$ cat src/rtl/seg_xlate_pkg.sv
package seg_xlate_pkg;
  typedef enum logic [1:0] {
    SEG_USER    = 2'd0,
    SEG_KLOW_C  = 2'd1,
    SEG_KLOW_U  = 2'd2,
    SEG_KHIGH   = 2'd3
  } seg_e;

  typedef struct packed {
    seg_e seg;
    logic rsvd;
  } seg_info_t;
endpackage

$ cat src/rtl/seg_classify.sv
module seg_classify
  import seg_xlate_pkg::*;
#(
  parameter int ADDR_W = 32,
  parameter int RSV_LSB = 20
) (
  input  logic [ADDR_W-1:0] vaddr,
  output seg_info_t         info
);
  localparam int TOP = ADDR_W - 1;

  always_comb begin
    info.rsvd = &vaddr[TOP-1:RSV_LSB];
    if (!vaddr[TOP])
      info.seg = SEG_USER;
    else if (vaddr[TOP-1])
      info.seg = SEG_KHIGH;
    else if (vaddr[TOP-2])
      info.seg = SEG_KLOW_U;
    else
      info.seg = SEG_KLOW_C;
  end
endmodule

$ cat src/rtl/seg_remap.sv
module seg_remap
  import seg_xlate_pkg::*;
#(
  parameter int ADDR_W = 32,
  parameter int WIN_W  = 29
) (
  input  logic [ADDR_W-1:0] vaddr,
  input  seg_info_t         info,
  output logic [ADDR_W-1:0] paddr,
  output logic              cached
);
  localparam logic [ADDR_W-1:0] USER_OFS = ADDR_W'(1) << (ADDR_W - 2);

  always_comb begin
    case (info.seg)
      SEG_USER: begin
        paddr  = vaddr + USER_OFS;
        cached = 1'b1;
      end
      SEG_KLOW_C: begin
        paddr  = {{(ADDR_W-WIN_W){1'b0}}, vaddr[WIN_W-1:0]};
        cached = 1'b1;
      end
      SEG_KLOW_U: begin
        paddr  = {{(ADDR_W-WIN_W){1'b0}}, vaddr[WIN_W-1:0]};
        cached = 1'b0;
      end
      default: begin
        paddr  = vaddr;
        cached = 1'b1;
      end
    endcase
  end
endmodule

$ cat src/rtl/seg_guard.sv
module seg_guard
  import seg_xlate_pkg::*;
(
  input  seg_info_t info,
  input  logic      kmode,
  output logic      deny
);
  always_comb deny = !kmode && (info.seg != SEG_USER);
endmodule

$ cat src/rtl/seg_xlate_top.sv
module seg_xlate_top
  import seg_xlate_pkg::*;
#(
  parameter int ADDR_W  = 32,
  parameter int WIN_W   = 29,
  parameter int RSV_LSB = 20
) (
  input  logic              clk,
  input  logic              rst_n,
  input  logic              req_vld,
  input  logic [ADDR_W-1:0] req_vaddr,
  input  logic              req_kmode,
  input  logic              req_ifetch,
  output logic              rsp_vld,
  output logic [ADDR_W-1:0] rsp_paddr,
  output logic              rsp_cached,
  output logic              rsp_aerr
);
  localparam int HOLE_W = ADDR_W - WIN_W;

  // reset: asynchronous assert, synchronous release
  logic [1:0] rst_sync;
  logic       rst_q_n;
  always_ff @(posedge clk or negedge rst_n) begin
    if (!rst_n) rst_sync <= 2'b00;
    else        rst_sync <= {rst_sync[0], 1'b1};
  end
  assign rst_q_n = rst_sync[1];

  seg_info_t         info;
  logic [ADDR_W-1:0] map_paddr;
  logic              map_cached;
  logic              deny;

  seg_classify #(.ADDR_W(ADDR_W), .RSV_LSB(RSV_LSB)) u_class (
    .vaddr (req_vaddr),
    .info  (info)
  );

  seg_remap #(.ADDR_W(ADDR_W), .WIN_W(WIN_W)) u_map (
    .vaddr  (req_vaddr),
    .info   (info),
    .paddr  (map_paddr),
    .cached (map_cached)
  );

  seg_guard u_guard (
    .info  (info),
    .kmode (req_kmode),
    .deny  (deny)
  );

  // fetch and data accesses share one translation path
  logic unused_ifetch;
  assign unused_ifetch = req_ifetch;

  // next state
  logic vld_d, aerr_d, load_en;
  always_comb begin
    load_en = req_vld && !deny;
    vld_d   = load_en;
    aerr_d  = req_vld && deny;
  end

  // control registers
  always_ff @(posedge clk or negedge rst_q_n) begin
    if (!rst_q_n) begin
      rsp_vld  <= 1'b0;
      rsp_aerr <= 1'b0;
    end else begin
      rsp_vld  <= vld_d;
      rsp_aerr <= aerr_d;
    end
  end

  // data registers, clock-enabled, no reset
  always_ff @(posedge clk) begin
    if (load_en) begin
      rsp_paddr  <= map_paddr;
      rsp_cached <= map_cached;
    end
  end

  // ---------------- assertions ----------------
  assert_user_fault_R7: assert property (@(posedge clk) disable iff (!rst_q_n)
    (req_vld && !req_kmode && req_vaddr[ADDR_W-1]) |=> (rsp_aerr && !rsp_vld));

  assert_fault_hold_R7: assert property (@(posedge clk) disable iff (!rst_q_n)
    rsp_aerr |-> ($stable(rsp_paddr) && $stable(rsp_cached)));

  assert_kernel_no_fault_R7: assert property (@(posedge clk) disable iff (!rst_q_n)
    (req_vld && req_kmode) |=> !rsp_aerr);

  assert_no_hole_R6: assert property (@(posedge clk) disable iff (!rst_q_n)
    rsp_vld |-> (rsp_paddr[ADDR_W-1 -: HOLE_W] != HOLE_W'(1)));

  assert_uncached_win_R3: assert property (@(posedge clk) disable iff (!rst_q_n)
    (req_vld && req_kmode && req_vaddr[ADDR_W-1 -: 3] == 3'b101)
      |=> (rsp_vld && !rsp_cached && rsp_paddr[ADDR_W-1 -: HOLE_W] == '0));

  assert_idle_R8: assert property (@(posedge clk) disable iff (!rst_q_n)
    !req_vld |=> (!rsp_vld && !rsp_aerr));

  assert_excl_R7: assert property (@(posedge clk) disable iff (!rst_q_n)
    !(rsp_vld && rsp_aerr));

  assert_rsvd_ok_R5: assert property (@(posedge clk) disable iff (!rst_q_n)
    (req_vld && info.rsvd && (req_kmode || !req_vaddr[ADDR_W-1])) |=> (rsp_vld && !rsp_aerr));
endmodule

$ cat config.mk
export PLATFORM = sky130hd
export DESIGN_NAME = seg_xlate_top
export DESIGN_NICKNAME = d
export VERILOG_FILES = /design/src/rtl/seg_xlate_pkg.sv /design/src/rtl/seg_classify.sv /design/src/rtl/seg_remap.sv /design/src/rtl/seg_guard.sv /design/src/rtl/seg_xlate_top.sv
export SDC_FILE = /design/constraint.sdc
export NUM_CORES = 1
export LEC_CHECK = 0
export BUFFER_PORTS_ARGS = -buffer_cell sky130_fd_sc_hd__buf_2
export CAP_MARGIN = 20
export CORE_ASPECT_RATIO = 2
export CORE_MARGIN = 5
export CORE_UTILIZATION = 40
export DETAILED_ROUTE_END_ITERATION = 6
export MAX_ROUTING_LAYER = met4
export PLACE_DENSITY = 0.76
export SETUP_SLACK_MARGIN = 0.3
export SLEW_MARGIN = 40
export SYNTH_ARGS = -nofsm -noshare
export SYNTH_HDL_FRONTEND = slang
export SYNTH_SLANG_ARGS = --single-unit
$ cat constraint.sdc
create_clock -name clk -period 0.8 [get_ports clk]
set_clock_uncertainty 0.2 [all_clocks]
set_input_delay 0.04 -clock clk [delete_from_list [all_inputs] [get_ports clk]]
set_output_delay 0.04 -clock clk [all_outputs]
set_load 0.005 [all_outputs]
==> metrics.yaml <==
status:
  outcome: "complete, but fails checks"
  violations: "negative hold slack, negative setup slack"
global_route:
  track_usage_pct: 15.4
  antenna_found_initial: 0
  grt_pass1_wl_mm: 3.90
  grt_max_degree: 15
  grt_pass1_vias: 821
  grt-ovfl-total: 0
floorplanning:
  rows: 27
  die_x_um: 47.8
  core_area_um2: 2740
  die_area_um2: 4090
  die_h_um: 85.5
  start_util_pct: 41.7
  design.portCount: 72
min_path:
  min_path_type: "in2reg"
sta:
  fin_setup_tns_ps: -7810
  finalMaxSlewViolations: 0
  fin_crit_sh_pct: 131
  setup_slack_ps: -250
  rsz0062_at_grt: "true"
  fmax_mhz: 952
  setup_viol: 65
  hold_viol: 38
  min_period_ps: 1050
  hold_slack_ps: -277
placement:
  hpwlAfterDp_mm: 1.82
  globalplace.congestion: 0.669
  dp_cells: 147
  port_buffers: 70
critical_path:
  path_class: "reg2out"
  path_cells: "buf_2"
  cp_max_fo: 1
  end_kind: "primary output"
  crit_family: "flip-flops"
  cp-start-kind: "flop"
  cp_slowest_cell: "edfxtp_1"
  arrival_ps: 810
  cp_num_buf_inv: 1
  worstPathRequired_ps: 560
  critical_path.max_stage_delay_ps: 390
route:
  dr.pass1.iters: 4
  ant_nets: 0
  routedWlPerCell_um: 16.5
  num_vias: 758
  vias_per_cell: 4.62
  totalWireLength_mm: 2.70
  drc: 0
  first_iter_violations: 17
cts:
  cts_buffers: 5
  clk_path_buf_depth: 2
  cts_hold_buf: 1
  cts_max_level: 2
  cts_sinks: 37
  clkLatencyLatePin_ps: 280
  ctsRootBufferMaster: "clkbuf_8"
  clkTransAtPathRegs_ps: 70
  tritoncts: "done"
finish:
  final_common_cell: "buf_2"
  area_growth_pct: 65.6
  fillCellCount: 190
  fin_cells: 164
  finalNetCount: 171
  n_antenna_cell: 0
  drive_above_1_share_pct: 68.1
  mostFrequentLayoutCells: "buf_2 (66), edfxtp_1 (33), buf_6 (7)"
synthesis:
  ys_seq_area_share_pct: 95.6
  syn_inst: 46
  synth-seq-cells: 37
  synth_nets: 83
  ys_warn_count: 0
  synth_cell_type_count: 10
  synth.avg_cell_area_um2: 24.8
  netlist_area_um2: 1140
pwr:
  leakage_nw: 0.838
  irDropWorstVdd_uv: 1910
  p_per_area_nw_per_um2: 2170
run:
  maxCapViolations: 0
[cell usage after synthesis]
cell type	number	area, µm²
a21boi_0	1	7.51
inv_1	2	7.51
edfxtp_1	33	991
nand3_1	1	5.00
dfrtp_1	4	100
a21boi_1	1	7.51
clkbuf_1	1	3.75
xnor2_1	1	8.76
conb_1	1	3.75
and3_1	1	6.26
[layout make-up]
type / count / area (µm²) / share of cell area (%)
repair buffers: 82 / 577 / 30.5
well taps: 29 / 36.3 / 1.92
flip-flops and latches: 37 / 1090 / 57.7
multi-input cells: 6 / 62.6 / 3.31
clock buffers: 8 / 90.1 / 4.77
inverters: 2 / 32.5 / 1.72
[layer usage]
metal | wire, µm | GRT usage (%) | part of all wire (%) | vias to the layer above
met5 | 0 | - | 0 | -
met4 | 121 | 11.3 | 4.5 | 0
met3 | 295 | 7.77 | 11 | 11
met2 | 1540 | 23.8 | 57 | 48
met1 | 750 | 13.0 | 28 | 350
li1 | - | - | - | 349
[sequential cells by signal, summed over array words and instances, names as in the netlist]
name        count
rsp_vld         1
rst_sync        2
rsp_cached      1
rsp_paddr      32
rsp_aerr        1
[kinds of logic (layout without fill, tap and decap cells)]
family / count (synthesis) / count (layout) / share of synthesized area [%]
DFF: 37 / 37 / 95.6
and+or+nand+nor: 2 / 2 / 0.987
xor gates and xnor gates: 1 / 1 / 0.768
other: 1 / 1 / 0.329
buffers and inverters: 3 / 92 / 0.987
AOI/OAI and AO/OA: 2 / 2 / 1.32
[report_power, final]
group          total, mW  switching [mW]  internal [mW]
logic              0.497           0.200          0.297
clock network       1.28           0.577          0.701
registers           2.32          0.0345           2.28
[path summary, 6_finish.rpt]
check	startpoint	endpoint	slack (ps)	depth (start not counted)
max	rsp_paddr[4]	rsp_paddr[4]	-250	1
min	req_vaddr[17]	rsp_paddr[17]	-280	1
max reg2reg	rst_sync[0]	rst_sync[1]	120	0
min reg2reg	rst_sync[1]	rsp_aerr	-170	0
max in group asynchronous	rst_n	rst_sync[0]	430	2
min in group asynchronous	rst_sync[1]	rsp_aerr	-170	0
[metrics by stage]
stage / power [mW] / util (%) / area [µm²] / worst slack (ps) / hold WS, ps
3_5_place_dp: 2.73 / 58.5 / 1600 / -314 / -371
5_1_grt: 4.29 / 69.0 / 1890 / -298 / -298
3_3_place_gp: 2.71 / 58.5 / 1600 / -297 / -375
4_1_cts: 4.08 / 67.3 / 1840 / -246 / -280
6_report: 4.09 / 69.0 / 1890 / -250 / -277
2_1_floorplan: 2.45 / - / 1180 / -474 / -456
[timing repair]
action | in CTS | in global routing
setup buffers | 4 | 1
endpoints found under the hold margin | 38 | 38
gates resized for setup | 13 | 4
pin swaps | 2 | 1
setup endpoints to repair | 73 | 72
gates cloned | 2 | 1
Power figures use the tool's default switching activity.
